$ cat src/rtl/intc_pkg.sv
package intc_pkg;
   typedef enum logic [1:0] {
      CFG_PRIO = 2'd0,
      CFG_VEC  = 2'd1,
      CFG_MASK = 2'd2,
      CFG_NONE = 2'd3
   } cfg_field_e;
endpackage

$ cat src/rtl/intc_cfg_regs.sv
module intc_cfg_regs
   import intc_pkg::*;
#(
   parameter int N_SRC = 8,
   parameter int PRI_W = 3,
   parameter int VEC_W = 16,
   parameter int IDX_W = 3
)(
   input  logic                          clk,
   input  logic                          rst_n,
   input  logic                          we_i,
   input  cfg_field_e                    field_i,
   input  logic [IDX_W-1:0]              addr_i,
   input  logic [VEC_W-1:0]              wdata_i,
   output logic [N_SRC-1:0][PRI_W-1:0]   prio_o,
   output logic [N_SRC-1:0][VEC_W-1:0]   vec_o,
   output logic [N_SRC-1:0]              mask_o
);
   for (genvar g = 0; g < N_SRC; g++) begin : g_entry
      logic hit;
      assign hit = we_i && (addr_i == IDX_W'(g));

      always_ff @(posedge clk or negedge rst_n) begin
         if (!rst_n) begin
            prio_o[g] <= '0;
            vec_o[g]  <= '0;
            mask_o[g] <= 1'b0;
         end else if (hit) begin
            case (field_i)
               CFG_PRIO: prio_o[g] <= wdata_i[PRI_W-1:0];
               CFG_VEC:  vec_o[g]  <= wdata_i;
               CFG_MASK: mask_o[g] <= wdata_i[0];
               default:  ;
            endcase
         end
      end
   end
endmodule

$ cat src/rtl/intc_gate.sv
module intc_gate #(
   parameter int N_SRC = 8,
   parameter int PRI_W = 3
)(
   input  logic [N_SRC-1:0]              req_i,
   input  logic [N_SRC-1:0]              mask_i,
   input  logic [N_SRC-1:0][PRI_W-1:0]   prio_i,
   input  logic [PRI_W-1:0]              level_i,
   output logic [N_SRC-1:0]              elig_o
);
   for (genvar g = 0; g < N_SRC; g++) begin : g_bit
      assign elig_o[g] = req_i[g] && !mask_i[g] && (prio_i[g] > level_i);
   end
endmodule

$ cat src/rtl/intc_arbiter.sv
module intc_arbiter #(
   parameter int N_SRC = 8,
   parameter int IDX_W = 3,
   parameter bit RR_EN = 1'b1
)(
   input  logic [N_SRC-1:0]  elig_i,
   input  logic              rr_mode_i,
   input  logic [IDX_W-1:0]  last_i,
   output logic              any_o,
   output logic [IDX_W-1:0]  win_o
);
   logic [IDX_W-1:0] fixed_win;

   assign any_o = |elig_i;

   always_comb begin
      fixed_win = '0;
      for (int i = N_SRC - 1; i >= 0; i--) begin
         if (elig_i[i]) fixed_win = IDX_W'(i);
      end
   end

   if (RR_EN) begin : g_rr
      logic [IDX_W-1:0] rr_win;
      always_comb begin
         int unsigned pos;
         rr_win = '0;
         for (int k = N_SRC; k >= 1; k--) begin
            pos = int'(last_i) + k;
            if (pos >= N_SRC) pos = pos - N_SRC;
            if (elig_i[pos]) rr_win = IDX_W'(pos);
         end
      end
      assign win_o = rr_mode_i ? rr_win : fixed_win;
   end else begin : g_fixed
      logic unused_rr;
      assign unused_rr = rr_mode_i ^ (^last_i);
      assign win_o = fixed_win;
   end
endmodule

$ cat src/rtl/prio_vec_intc.sv
module prio_vec_intc
   import intc_pkg::*;
#(
   parameter int N_SRC = 8,
   parameter int PRI_W = 3,
   parameter int VEC_W = 16,
   parameter bit RR_EN = 1'b1,
   localparam int IDX_W = $clog2(N_SRC)
)(
   input  logic              clk,
   input  logic              rst_n,
   input  logic [N_SRC-1:0]  req_i,
   input  logic [PRI_W-1:0]  cpu_level_i,
   input  logic              rr_mode_i,
   input  logic              ack_i,
   input  logic              cfg_we,
   input  logic [1:0]        cfg_sel,
   input  logic [IDX_W-1:0]  cfg_addr,
   input  logic [VEC_W-1:0]  cfg_wdata,
   output logic              irq_o,
   output logic [VEC_W-1:0]  vec_o,
   output logic [IDX_W-1:0]  ack_id_o,
   output logic [N_SRC-1:0]  dev_ack_o
);
   if (N_SRC < 2) begin : g_bad_n
      $error("prio_vec_intc: N_SRC must be at least 2");
   end
   if (PRI_W < 1) begin : g_bad_pri
      $error("prio_vec_intc: PRI_W must be at least 1");
   end
   if (VEC_W < PRI_W) begin : g_bad_vec
      $error("prio_vec_intc: VEC_W must not be narrower than PRI_W");
   end

   logic [N_SRC-1:0][PRI_W-1:0] prio_tab;
   logic [N_SRC-1:0][VEC_W-1:0] vec_tab;
   logic [N_SRC-1:0]            mask_tab;
   logic [N_SRC-1:0]            elig;
   logic                        any_elig;
   logic [IDX_W-1:0]            win;
   logic [IDX_W-1:0]            last_q;
   logic                        grant;

   intc_cfg_regs #(
      .N_SRC(N_SRC), .PRI_W(PRI_W), .VEC_W(VEC_W), .IDX_W(IDX_W)
   ) u_regs (
      .clk     (clk),
      .rst_n   (rst_n),
      .we_i    (cfg_we),
      .field_i (cfg_field_e'(cfg_sel)),
      .addr_i  (cfg_addr),
      .wdata_i (cfg_wdata),
      .prio_o  (prio_tab),
      .vec_o   (vec_tab),
      .mask_o  (mask_tab)
   );

   intc_gate #(
      .N_SRC(N_SRC), .PRI_W(PRI_W)
   ) u_gate (
      .req_i   (req_i),
      .mask_i  (mask_tab),
      .prio_i  (prio_tab),
      .level_i (cpu_level_i),
      .elig_o  (elig)
   );

   intc_arbiter #(
      .N_SRC(N_SRC), .IDX_W(IDX_W), .RR_EN(RR_EN)
   ) u_arb (
      .elig_i    (elig),
      .rr_mode_i (rr_mode_i),
      .last_i    (last_q),
      .any_o     (any_elig),
      .win_o     (win)
   );

   assign irq_o = any_elig;
   assign grant = ack_i && any_elig;

   always_ff @(posedge clk or negedge rst_n) begin
      if (!rst_n) begin
         vec_o     <= '0;
         ack_id_o  <= '0;
         dev_ack_o <= '0;
         last_q    <= IDX_W'(N_SRC - 1);
      end else begin
         dev_ack_o <= '0;
         if (grant) begin
            vec_o          <= vec_tab[win];
            ack_id_o       <= win;
            dev_ack_o[win] <= 1'b1;
            last_q         <= win;
         end
      end
   end
endmodule

$ cat config.mk
export PLATFORM = sky130hd
export DESIGN_NAME = prio_vec_intc
export DESIGN_NICKNAME = d
export VERILOG_FILES = /design/src/rtl/intc_pkg.sv /design/src/rtl/intc_cfg_regs.sv /design/src/rtl/intc_gate.sv /design/src/rtl/intc_arbiter.sv /design/src/rtl/prio_vec_intc.sv
export SDC_FILE = /design/constraint.sdc
export NUM_CORES = 1
export LEC_CHECK = 0
export ABC_CLOCK_PERIOD_IN_PS = 13100
export BUFFER_PORTS_ARGS = -buffer_cell sky130_fd_sc_hd__buf_2
export CORE_UTILIZATION = 40
export CTS_CLUSTER_DIAMETER = 200
export DETAILED_ROUTE_END_ITERATION = 10
export PLACE_DENSITY_LB_ADDON = 0.05
export SLEW_MARGIN = 10
export SYNTH_ARGS = -nofsm -noshare
export SYNTH_HDL_FRONTEND = slang
export SYNTH_HIERARCHICAL = 1
export SYNTH_SLANG_ARGS = --single-unit
$ cat constraint.sdc
create_clock -name clk -period 13.1 [get_ports clk]
set_input_delay 1.31 -clock clk [delete_from_list [all_inputs] [get_ports clk]]
set_output_delay 1.31 -clock clk [all_outputs]
set_load 0.01 [all_outputs]
======== After elaboration in Yosys (flattened, before gate mapping) ========
Cells that the tools add are included.
cells by class
  add/subtract/negate cells ............... 16
  order comparisons ....................... 26
  equal/unequal tests ..................... 9
  mux-type cells .......................... 46
  reduce and logical (&&, ||, !) cells .... 61
operators with widths
  operator               count
  $ge 32x4->1 const B    8
  $lt 32x4->1 const B    8
  $mux 32                8
  $sub 32x4->32 const B  8
  $mux 3                 17
  $bmux 16 s3            1
  $reduce_and 2->1       24
  $logic_and 1x1->1      26
  $bmux 1 s3             8
  $gt 3x3->1             8
  $add 3x3->4 const B    4
  $mux 16                1
  $eq 3x3->1 const B     4
  $mux 1                 9
  $add 3x2->4 const B    2
  $logic_not 1->1        8
  $mux 8                 1
  $reduce_or 8->1        1
  $eq 3x2->1 const B     2
  $add 3x4->5 const B    1
  $add 3x1->4 const B    1
  $lt 3x4->1 const B     1
  $demux 1 s3            1
  $eq 3x1->1 const B     1
  other kinds (5)        5
word-level totals
  flip-flop bits (word level) ............. 190
  bits of input ports ..................... 37
  output and inout bits ................... 28
  logic and storage cells ................. 186

======== Logic depth before layout (Yosys ltp) ========
Gate-level depths: netlist of run 1.
  depth in word-level cells ............... 19
  gate-level depth with buffers ........... 18
  mapped depth without buffers ............ 14

======== Cells and area by module ========
Netlist of run 1, hierarchy kept.
by module, submodules not included
  module         times used  cells each  area each (sq um)  sequential area each (sq um)
  intc_cfg_regs  1           372         6145.9             4003.8
  prio_vec_intc  1           211         2123.3             754.5
  intc_arbiter   1           121         1006.0             0.0
  intc_gate      1           74          628.1              0.0

======== Least setup slack after synthesis of run 1 ========
OpenSTA, ideal clock, no wires.
  path type ............................... input to register
  start point ............................. in cpu_level_i[1]
  end point ............................... reg vec_o[3] (netlist name)
  library setup time ...................... 0.141 ns
  data arrival time ....................... 4.846 ns
  required time ........................... 12.959 ns
  path slack .............................. 8.113 ns
  cell stages on the path ................. 17
  buffers on the path ..................... 4
  path through ............................ inv_1 > ha_1 > a211oi_1 > nor4b_2 > clkbuf_1 > mux2_4 > mux4_2 > o32ai_2 > a21oi_1 > o31a_1 > o41ai_2 > buf_6 > nand2b_1 > clkbuf_1 > buf_2 > o22a_1 > a31oi_1
RTL lines
  element      line                 source
  from (decl)  prio_vec_intc.sv:13  input logic [PRI_W-1:0] cpu_level_i,

==> results.md, run 1 <==
- Status: finished clean
- Mean Syn Cell Area: 12.7 µm²
- HP Start: ack_id_o[0]
- CTS Buffer Depth: 2
- Largest net degree at the start of global routing: 112
- Drt drc: 0
- Hold_buf cts: 0
- Post-layout minimum cycle time: 5.93 ns
- Final setup viols: 0
- Hold path depth: 2
- Hold Fails Final Rpt: 0
- Fin Setup TNS: 0 ns
- Die footprint: 0.0254 mm²
- # IOs: 65
- Wire per inst: 20.8 µm
- GRT overflow: 0
- Simple-Gate Fraction of Synth Area: 0.0742
- Via count: 6439
- Pwr per Cell Area: 200 mW/mm²
- Worst reg2reg setup slack: 7.58 ns
- Period Utilization, post-route: 0.452
- CP max stage cell: o41ai_2
- Total track usage: 0.202
- Post-synth ARST share: 1.00
- Layout cells sized above 1: 0.360
- Area share of fa/ha/maj cells after synthesis: 0.0328
- Placed cell areas: 0.0104 mm²
- Synth unique cells: 56
- Worst r2r src: last_q[0]
- Post_cts resized: 0
- Final Max Tran Viols: 0
- Sequence of cells on the critical path: buf_2 > inv_1 > ha_1 > nand3_1 > o21ai_1 > nor4b_2 > mux2i_1 > mux2_2 > o32ai_2 > a21oi_1 > o31a_1 > o41ai_2 > nand2b_1 > o22a_1 > a31oi_1
- CP Capture Type: register
- DRT iter0 DRCs: 376
- Reg-to-reg endpoint: vec_o[8]
- Die Y: 159 µm
- Synth Area in Compound Gates: 0.0771
- Largest family of logic cells by synthesized area: multiplexers
- Die width: 159 µm
- Worst setup SP type: input port
- Starting Density: 0.407
- CTS buffer count: 17
- WS Path Type: input port to register
- Worst hold path type: register to register
- Mapped cell area: 0.00990 mm²
- Final WL: 24200 µm
- Vias in the first global route: 6885
- Skew-Pair Late Insertion Delay: 0.43 ns
- Slowest stage delay, CP: 0.78 ns
- CTS sink count: 190
- Remaining antenna violation count: 0
- Core box area: 0.0243 mm²
- First-pass GRT wire length: 39300 µm
- Max Cap Viol: 0
- Post-synth EDFFs: 0
- Area growth from synthesis to layout: 12.1%
- F_max: 169 MHz
- RSZ-0062 raised after global routing: no
- Nets: 886
- Post-Syn Nets: 841
- #FFs+latches synth: 190
- Register area share after synthesis: 0.480
- Setup Slack @ Placement: 6.74 ns
- RD Place Congestion: 0.842
- CTS tree: built
- Peak VDD IR: 0.102 mV
- Post-route cell area: 0.0111 mm²
- Slew headroom: 0.151
- Max FO, Critical Path: 16
- Root buffer cell: clkbuf_16
- Post-CTS Setup Bufs: 0
- WHS Endpoint: ack_id_o[0]
- Initial antenna violation count: 1
- Mapped Cells: 778
- Static Leak: 4.98 nW
- Fin worst setup slack: 7.17 ns
- Arrival time worst endpoint: 6.27 ns
- Clock Skew: 0.0162 ns
- 1st-pass router iterations: 4
- Post-synthesis mux area share: 0.294
- Ys Warns: 6
- Cell Rows: 57
- Hpwl dp: 15300 µm
- Top FF cell, synth: dfrtp_1
- Vias per inst: 5.55
- R2R cell count: 11
- WP data required: 13.45 ns
- Reg clk slew, reported paths: 0.07 ns
- H-tree depth: 4
- Worst-Margin Slew: 1.26 ns
- Post-Synth XOR/XNOR Area: 0.00265
- IO buf count: 64
cells by family (layout without fill, tap and decap cells):
family,after synthesis,after routing
muxes,253,253
DFF,190,190
and+or+nand+nor,132,132
AOI/OAI and AO/OA,103,103
buffers and inverters,71,129
adders and majority gates,26,26
xor gates and xnor gates,3,3
other,0,1
through the flow:
stage / instances / util / hold slack, ns / total power, mW
6_report: 1161 / 0.456 / 0.492 / 2.22
4_1_cts: 1160 / 0.456 / 0.493 / 2.25
3_5_place_dp: 1128 / 0.429 / 0.468 / 1.67
3_3_place_gp: 1128 / 0.429 / 0.462 / 1.65
2_1_floorplan: 778 / - / 0.437 / 1.46
5_1_grt: 1160 / 0.456 / 0.518 / 2.37
flip-flops by register name, indices dropped and copies added, names as in the netlist:
register       flops
u_regs/vec_o     128
u_regs/prio_o     24
dev_ack_o          8
last_q             3
u_regs/mask_o      8
ack_id_o           3
vec_o             16
area by class of cell:
cell class	instances	area [µm²]
clock inverter	15	240
timing repair buffer	73	397
inverter	24	90.1
sequential	190	4760
fill	2229	13200
multi-input combinational	517	4780
tap	324	405
clock buffer	17	425
antenna	1	2.50
cell usage in the layout (no fill, tap or decap), types with 3 or more instances in the layout:
master,netlist,final
nor2b_1,5,5
a31oi_1,19,19
a211oi_1,12,12
clkinv_8,0,4
a21oi_1,12,12
bufinv_16,0,3
clkbuf_16,0,17
inv_6,0,3
buf_2,16,63
o22a_1,32,32
nand2b_1,8,8
mux2_4,11,11
o21ai_1,9,9
dfrtp_1,187,187
nor3_1,13,13
nor2_2,3,3
nor4_1,3,3
mux4_2,6,6
nor4b_2,8,8
ha_1,26,26
buf_4,8,9
dfstp_2,3,3
nand2_1,38,38
nand3_1,11,11
inv_1,24,24
mux2i_1,73,73
mux4_1,3,3
nor2_1,28,28
inv_8,0,3
and2_1,4,4
mux2_2,158,158
cell usage after synthesis (3+ instances only):
library cell  instances  area (µm²)
nand3_1              11        55.1
mux2i_1              73         731
a31oi_1              19         119
dfstp_2               3        78.8
nor4b_2               8         120
buf_6                 9         101
nor2_1               28         105
a211oi_1             12        90.1
inv_1                24        90.1
ha_1                 26         325
mux4_1                3        78.8
buf_4                 8        60.1
mux2_2              158        1780
nor4_1                3        18.8
o21ai_1               9        45.0
buf_2                16        80.1
nand2_1              38         143
dfrtp_1             187        4680
clkbuf_1             13        48.8
mux4_2                6         135
o22a_1               32         280
and2_1                4        25.0
mux2_4               11         165
nor2_2                3        18.8
a21oi_1              12        60.1
nand2b_1              8        50.1
nor2b_1               5        31.3
nor3_1               13        65.1
worst max-delay path: cells and delay by family:
kind / cells / cell delay, ns
AOI/OAI and AO/OA: 7 / 2.18
and+or+nand+nor: 3 / 1.53
muxes: 2 / 0.54
buffers and inverters: 2 / 0.37
adders and majority gates: 1 / 0.32
worst max path at each step:
stage                        start  endpoint  slack (ns)  cells after the start
floorplan           cpu_level_i[1]  vec_o[3]        8.11                     17
detailed placement  cpu_level_i[1]  vec_o[2]        6.74                     17
finish              cpu_level_i[2]  vec_o[8]        7.17                     15
CTS                 cpu_level_i[2]  vec_o[8]        7.18                     15
global placement    cpu_level_i[1]  vec_o[2]        6.86                     17
global route        cpu_level_i[2]  vec_o[1]        6.76                     15
routing by layer:
metal,vias up,track usage,share of wire
met1,3329,0.254,0.45
li1,2964,-,-
met5,-,0,0
met2,117,0.354,0.51
met4,0,0.0529,0.017
met3,29,0.0378,0.031
power by group:
part | internal [mW] | total, mW | switching [mW]
registers | 0.723 | 0.819 | 0.0966
logic | 0.382 | 0.833 | 0.451
clock network | 0.316 | 0.571 | 0.255
No activity file was read; power rests on OpenSTA's default activity.
==> inputs of run 2 (changes only) <==
--- a/config.mk
+++ b/config.mk
@@ -5,7 +5,7 @@
 export SDC_FILE = /design/constraint.sdc
 export NUM_CORES = 1
 export LEC_CHECK = 0
-export ABC_CLOCK_PERIOD_IN_PS = 13100
+export ABC_CLOCK_PERIOD_IN_PS = 5800
 export BUFFER_PORTS_ARGS = -buffer_cell sky130_fd_sc_hd__buf_2
 export CORE_UTILIZATION = 40
 export CTS_CLUSTER_DIAMETER = 200
==> constraint.sdc (replaced) <==
create_clock -name clk -period 5.8 [get_ports clk]
set_input_delay 0.58 -clock clk [delete_from_list [all_inputs] [get_ports clk]]
set_output_delay 0.58 -clock clk [all_outputs]
set_load 0.01 [all_outputs]
==> run 2 against run 1 <==
Compared with the run above: flip-flop and latch count did not move; non-clock buffer count rose by 9; routed wire length fell by 0.21%; global-route usage fell by 0.15 points; cell area rose by 0.15%; critical path type is now register to register; register-to-register slack got worse by 6.4 ns; sequential power rose by 120%; clock skew fell by 0.0014 ns; largest power group unchanged; via count fell by 0.22%.
==> results.md, run 2 (synthesis gave the netlist of run 1 again) <==
- Status: finished clean
- IO buf count: 64 (unchanged)
- Worst setup SP type: register
- Skew-Pair Late Insertion Delay: 0.43 ns (about the same)
- RD Place Congestion: 0.880 (+4.6%)
- Most frequent cells in the layout: dfrtp_1 (187), mux2_2 (158), mux2i_1 (73)
- Post-route cell area: 0.0111 mm² (+0.15%)
- Final WL: 24100 µm (-0.21%)
- Die Y: 159 µm (unchanged)
- Initial antenna violation count: 0 (-1)
- Vias per inst: 5.50 (-0.90%)
- WS Path Type: register to register
- Starting Density: 0.407 (unchanged)
- Drt drc: 0 (unchanged)
- Final hold slack: 0.157 ns (-0.334 ns)
- Via count: 6425 (-0.22%)
- CTS buffer count: 17 (unchanged)
- Wire per inst: 20.7 µm (-0.90%)
- Core box area: 0.0243 mm² (unchanged)
- Area growth from synthesis to layout: 12.2%
- Remaining antenna violation count: 0 (unchanged)
- Clk network pwr share: 0.241 (-0.016)
- CTS sink count: 190 (unchanged)
- Post-CTS Setup Bufs: 0 (unchanged)
- Fill cells: 2217 (-0.54%)
- Most common cell after layout, fill and taps aside: dfrtp_1
- Root buffer cell: clkbuf_16
- Final Max Tran Viols: 0 (unchanged)
- R2R cell count: 12 (+1)
- Post-layout minimum cycle time: 4.65 ns
- Ant. Diodes: 0 (-1)
- F_max: 215 MHz
- Switching part of the total power: 0.363 (+0.00154)
- Internal power: 3.16 mW (+120%)
- Largest net degree at the start of global routing: 71 (-37%)
- Cells after DPL: 1137 (+0.80%)
- Sequential Area: 0.00476 mm² (unchanged)
- First-pass GRT wire length: 39000 µm (-0.68%)
- GRT overflow: 0 (unchanged)
- Layout cells sized above 1: 0.367 (+0.00682)
- CTS tree: built
- Nets: 895 (+1.0%)
- DRT iter0 DRCs: 326 (-13%)
- WP data required: 6.09 ns (-7.36 ns)
- Net Sw Power: 1.80 mW (+120%)
- Hpwl dp: 15100 µm (-1.5%)
- Die footprint: 0.0254 mm² (unchanged)
- Reg clk slew, reported paths: 0.07 ns (about the same)
- Logic pwr share: 0.390 (+0.015)
- Pwr per Cell Area: 446 mW/mm² (+120%)
- Clock Skew: 0.0147 ns (-0.00144 ns)
- Total track usage: 0.200 (-0.00153)
- Worst-Margin Slew: 1.03 ns (-0.227 ns)
- # IOs: 65 (unchanged)
- Placed cell areas: 0.0105 mm² (+0.77%)
- Cell Rows: 57 (unchanged)
- Hold_buf cts: 0 (unchanged)
- Setup Slack @ Placement: 0.967 ns (-5.77 ns)
- Register with the most flip-flops: u_regs/vec_o
- 1st-pass router iterations: 4 (unchanged)
- Max FO, Critical Path: 70 (+54)
- Final setup viols: 0 (unchanged)
- Arrival time worst endpoint: 4.94 ns (-1.33 ns)
- Fin Setup TNS: 0 ns (unchanged)
- Vias in the first global route: 6872 (-0.19%)
- Max reg flops: 128 (unchanged)
- Slew headroom: 0.312 (+0.162)
- Multi-input gate area: 0.00478 mm² (unchanged)
- Die width: 159 µm (unchanged)
- Peak VDD IR: 0.225 mV (+120%)
- CP Capture Type: register
- Hold Fails Final Rpt: 0 (unchanged)
- Post_cts resized: 0 (unchanged)
- Fin worst setup slack: 1.15 ns (-6.02 ns)
- Worst hold path type: input port to asynchronous set/reset pin
- Max Cap Viol: 0 (unchanged)
- H-tree depth: 4 (unchanged)
- Sequential share of power: 0.369 (about the same)
- Static Leak: 5.00 nW (+0.40%)
- Period Utilization, post-route: 0.802
- Fin cells: 1169 (+0.69%)
- CTS Buffer Depth: 2 (unchanged)
- Regs by FF count: u_regs/vec_o (128), u_regs/prio_o (24), vec_o (16)
- RSZ-0062 raised after global routing: no
## run 2: cell types whose count changed in the layout (fill, tap and decap cells not counted), moves of 2 or more
cell and change:
buf_4 +8, inv_6 +4, bufinv_16 -2, inv_8 -2
## run 2: critical path: stages (launching register included)
cell     delay [ns]
dfstp_2        0.76
inv_1          0.24
ha_1           0.63
mux2_2         0.41
mux4_2         0.47
o32ai_2        0.31
a21oi_1        0.08
o311a_1        0.34
o32ai_4        0.16
buf_12         0.42
mux2i_1        0.31
o22a_1         0.18
a31oi_1        0.07
## run 2: path summary, 6_finish.rpt
path / slack [ns] / startpoint / to
min reg2reg: 0.47 / ack_id_o[1] / ack_id_o[1]
min in group clk: 0.47 / ack_id_o[1] / ack_id_o[1]
max: 1.15 / last_q[1] / vec_o[4]
max in group asynchronous: 4.24 / rst_n / u_regs/vec_o[96]
min: 0.16 / rst_n / u_regs/prio_o[5]
max reg2reg: 1.15 / last_q[1] / vec_o[4]
## run 2: final cells by class
type / instances / area share
inverters: 24 / 0.00811
repair buffers: 82 / 0.0429
multi-input cells: 517 / 0.430
flip-flops and latches: 190 / 0.428
clock inverters: 14 / 0.0149
well taps: 324 / 0.0365
clock buffers: 18 / 0.0395
## run 2: stage by stage
| stage | utilization | power (mW) |
|---|---|---|
| after floorplan | - | 3.31 |
| after global placement | 0.432 | 3.76 |
| after detailed placement | 0.432 | 3.81 |
| after CTS | 0.457 | 5.02 |
| after global routing | 0.457 | 5.28 |
| final | 0.457 | 4.96 |
## run 2: layer usage
metal	GRT usage	routed length, µm	vias up	part of all wire
li1	-	-	2976	-
met1	0.259	11000	3311	0.46
met2	0.339	11900	108	0.49
met3	0.0339	683	30	0.028
met4	0.0699	531	0	0.022
met5	0	0	-	0
## run 2: power groups by stage
stage                     Clock [mW]  Combinational, mW  Sequential, mW
final                           1.20               1.93            1.83
after global routing            1.28               2.13            1.87
after CTS                       1.23               1.96            1.83
after detailed placement           0               1.95            1.86
after global placement             0               1.92            1.85
after floorplan                    0               1.49            1.81
==> inputs of run 3 (changes only) <==
--- a/config.mk
+++ b/config.mk
@@ -5,7 +5,7 @@
 export SDC_FILE = /design/constraint.sdc
 export NUM_CORES = 1
 export LEC_CHECK = 0
-export ABC_CLOCK_PERIOD_IN_PS = 5800
+export ABC_CLOCK_PERIOD_IN_PS = 3900
 export BUFFER_PORTS_ARGS = -buffer_cell sky130_fd_sc_hd__buf_2
 export CORE_UTILIZATION = 40
 export CTS_CLUSTER_DIAMETER = 200
==> constraint.sdc (replaced) <==
create_clock -name clk -period 3.9 [get_ports clk]
set_input_delay 0.39 -clock clk [delete_from_list [all_inputs] [get_ports clk]]
set_output_delay 0.39 -clock clk [all_outputs]
set_load 0.01 [all_outputs]
==> run 3 against run 2 <==
Compared with the run above: the flow now finishes with violations (hold timing); cell area is 7.5% higher; highest routed layer unchanged; sequential share of layout area is 3.0 points lower; largest cell class unchanged; routed wire length is 2.0% higher.
==> results.md, run 3 (synthesis gave the netlist of run 1 again) <==
- Status: complete, but fails checks
- Violated checks: hold timing
- Worst-Margin Slew: 1.14 ns (+0.112 ns)
- Pwr per Cell Area: 681 mW/mm² (+53%)
- 1st-pass router iterations: 4 (unchanged)
- Die Y: 159 µm (unchanged)
- R2R cell count: 14 (+2)
- Fill cells: 2182 (-1.6%)
- Hold Fails Final Rpt: 5 (+5)
- CTS buffer count: 17 (unchanged)
- Max FO, Critical Path: 11 (-84%)
- Fin Setup TNS: 0 ns (unchanged)
- Area growth from synthesis to layout: 20.7%
- Regs by FF count: u_regs/vec_o (128), u_regs/prio_o (24), vec_o (16)
- CTS Buffer Depth: 2 (unchanged)
- Clock Skew: 0.0107 ns (-0.00402 ns)
- Final WL: 24600 µm (+2.0%)
- F_max: 265 MHz
- Root buffer cell: clkbuf_16
- IO buf count: 64 (unchanged)
- Remaining antenna violation count: 0 (unchanged)
- Initial antenna violation count: 0 (unchanged)
- Hold_buf cts: 0 (unchanged)
- Layout cells sized above 1: 0.438 (+0.0710)
- GRT overflow: 0 (unchanged)
- Largest net degree at the start of global routing: 95 (+34%)
- Vias in the first global route: 7144 (+4.0%)
- Max reg flops: 128 (unchanged)
- RD Place Congestion: 0.857 (-2.7%)
- Starting Density: 0.407 (unchanged)
- Max Cap Viol: 0 (unchanged)
- CP max stage cell: mux4_2
- Die width: 159 µm (unchanged)
- Drt drc: 0 (unchanged)
- Worst hold path type: input port to asynchronous set/reset pin
- Vias per inst: 5.52 (+0.36%)
- Total track usage: 0.201 (+0.000603)
- Worst r2r src: u_regs/prio_o[22]
- Die footprint: 0.0254 mm² (unchanged)
- Cell Rows: 57 (unchanged)
- Peak VDD IR: 0.344 mV (+53%)
- Skew-Pair Late Insertion Delay: 0.43 ns (about the same)
- Register with the most flip-flops: u_regs/vec_o
- Static Leak: 5.33 nW (+6.7%)
- Sequence of cells on the critical path: buf_2 > clkinvlp_4 > buf_4 > ha_1 > a211oi_2 > nor4b_4 > mux2_4 > mux4_2 > o32ai_4 > a21oi_2 > o311a_1 > o32ai_4 > buf_12 > buf_12 > mux2i_1 > o22a_1 > a31oi_1
- Core box area: 0.0243 mm² (unchanged)
- Most frequent cells in the layout: dfrtp_1 (187), mux2_2 (158), mux2i_1 (71)
- Period Utilization, post-route: 0.967
- Ant. Diodes: 0 (unchanged)
- # IOs: 65 (unchanged)
- CTS sink count: 190 (unchanged)
- Final setup viols: 0 (unchanged)
- Post-layout minimum cycle time: 3.77 ns
- Setup Slack @ Placement: -0.434 ns (-1.40 ns)
- Wire per inst: 20.2 µm (-2.0%)
- Slowest stage delay, CP: 0.51 ns (-0.25 ns)
- CP Capture Type: register
- Critical Path Start: cpu_level_i[1]
- Arrival time worst endpoint: 4.06 ns (-0.88 ns)
- Placed cell areas: 0.0110 mm² (+4.2%)
- Most common cell after layout, fill and taps aside: dfrtp_1
- Slew headroom: 0.237 (-0.0747)
- First-pass GRT wire length: 39500 µm (+1.2%)
- Final Max Tran Viols: 0 (unchanged)
- Nets: 944 (+5.5%)
- Final hold slack: -0.0406 ns (-0.198 ns)
- DRT iter0 DRCs: 327 (+0.31%)
- Hpwl dp: 15800 µm (+5.0%)
- Worst setup SP type: input port
- WS Path Type: input port to register
- CTS tree: built
- Reg clk slew, reported paths: 0.07 ns (about the same)
- Via count: 6713 (+4.5%)
- WP data required: 4.19 ns (-1.90 ns)
- H-tree depth: 4 (unchanged)
- Fin worst setup slack: 0.130 ns (-1.02 ns)
- Post-route cell area: 0.0120 mm² (+7.5%)
[run 3: layout make-up]
type,instances,area (µm²),share of cell area
clock buffer,22,464,0.0388
clock inverter,9,158,0.0132
inverter,24,101,0.00848
multi-input combinational,517,5070,0.424
sequential,190,4760,0.398
tap,324,405,0.0339
timing repair buffer,131,995,0.0832
[run 3: critical path: cells and delay by family]
kind            cells  cell delay (ns)
buf+inv             5             0.82
simple gates        1             0.11
mux                 3             1.04
compound gates      7             1.37
fa+ha+maj           1             0.30
[run 3: repair_timing]
action,in CTS,in global routing
resized for setup,5,38
cloned,0,1
setup buffers,0,10
endpoints found under the setup margin,16,16
pin swaps,0,19
hold endpoints to repair,0,0
[run 3: where the power goes]
group          switching [mW]  internal, mW  total [mW]
logic                    1.74          1.83        3.58
clock network           0.743          1.11        1.85
registers               0.290          2.43        2.72
total                    2.78          5.37        8.15
[run 3: path summary, 6_finish.rpt]
| path | end | slack (ns) |
|---|---|---|
| setup / recovery | vec_o[1] | 0.13 |
| hold / removal | u_regs/prio_o[17] | -0.04 |
| setup reg to reg | vec_o[1] | 0.14 |
| hold reg to reg | ack_id_o[1] | 0.48 |
| max in group asynchronous | u_regs/vec_o[112] | 2.95 |
| min in group clk | u_regs/vec_o[74] | 0.29 |
[run 3: layer usage]
layer / global-route usage / part of all wire
met5: 0 / 0
met2: 0.333 / 0.49
met4: 0.0669 / 0.021
met3: 0.0372 / 0.034
met1: 0.265 / 0.45
[run 3: stage by stage]
stage	hold WS [ns]	util	instances	power [mW]
global route	0.0453	0.491	1217	8.63
detailed placement	0.468	0.450	1175	6.09
global placement	0.460	0.450	1175	6.01
CTS	0.0471	0.477	1206	7.99
floorplan	0.0944	-	778	4.95
finish	-0.0406	0.491	1217	8.15
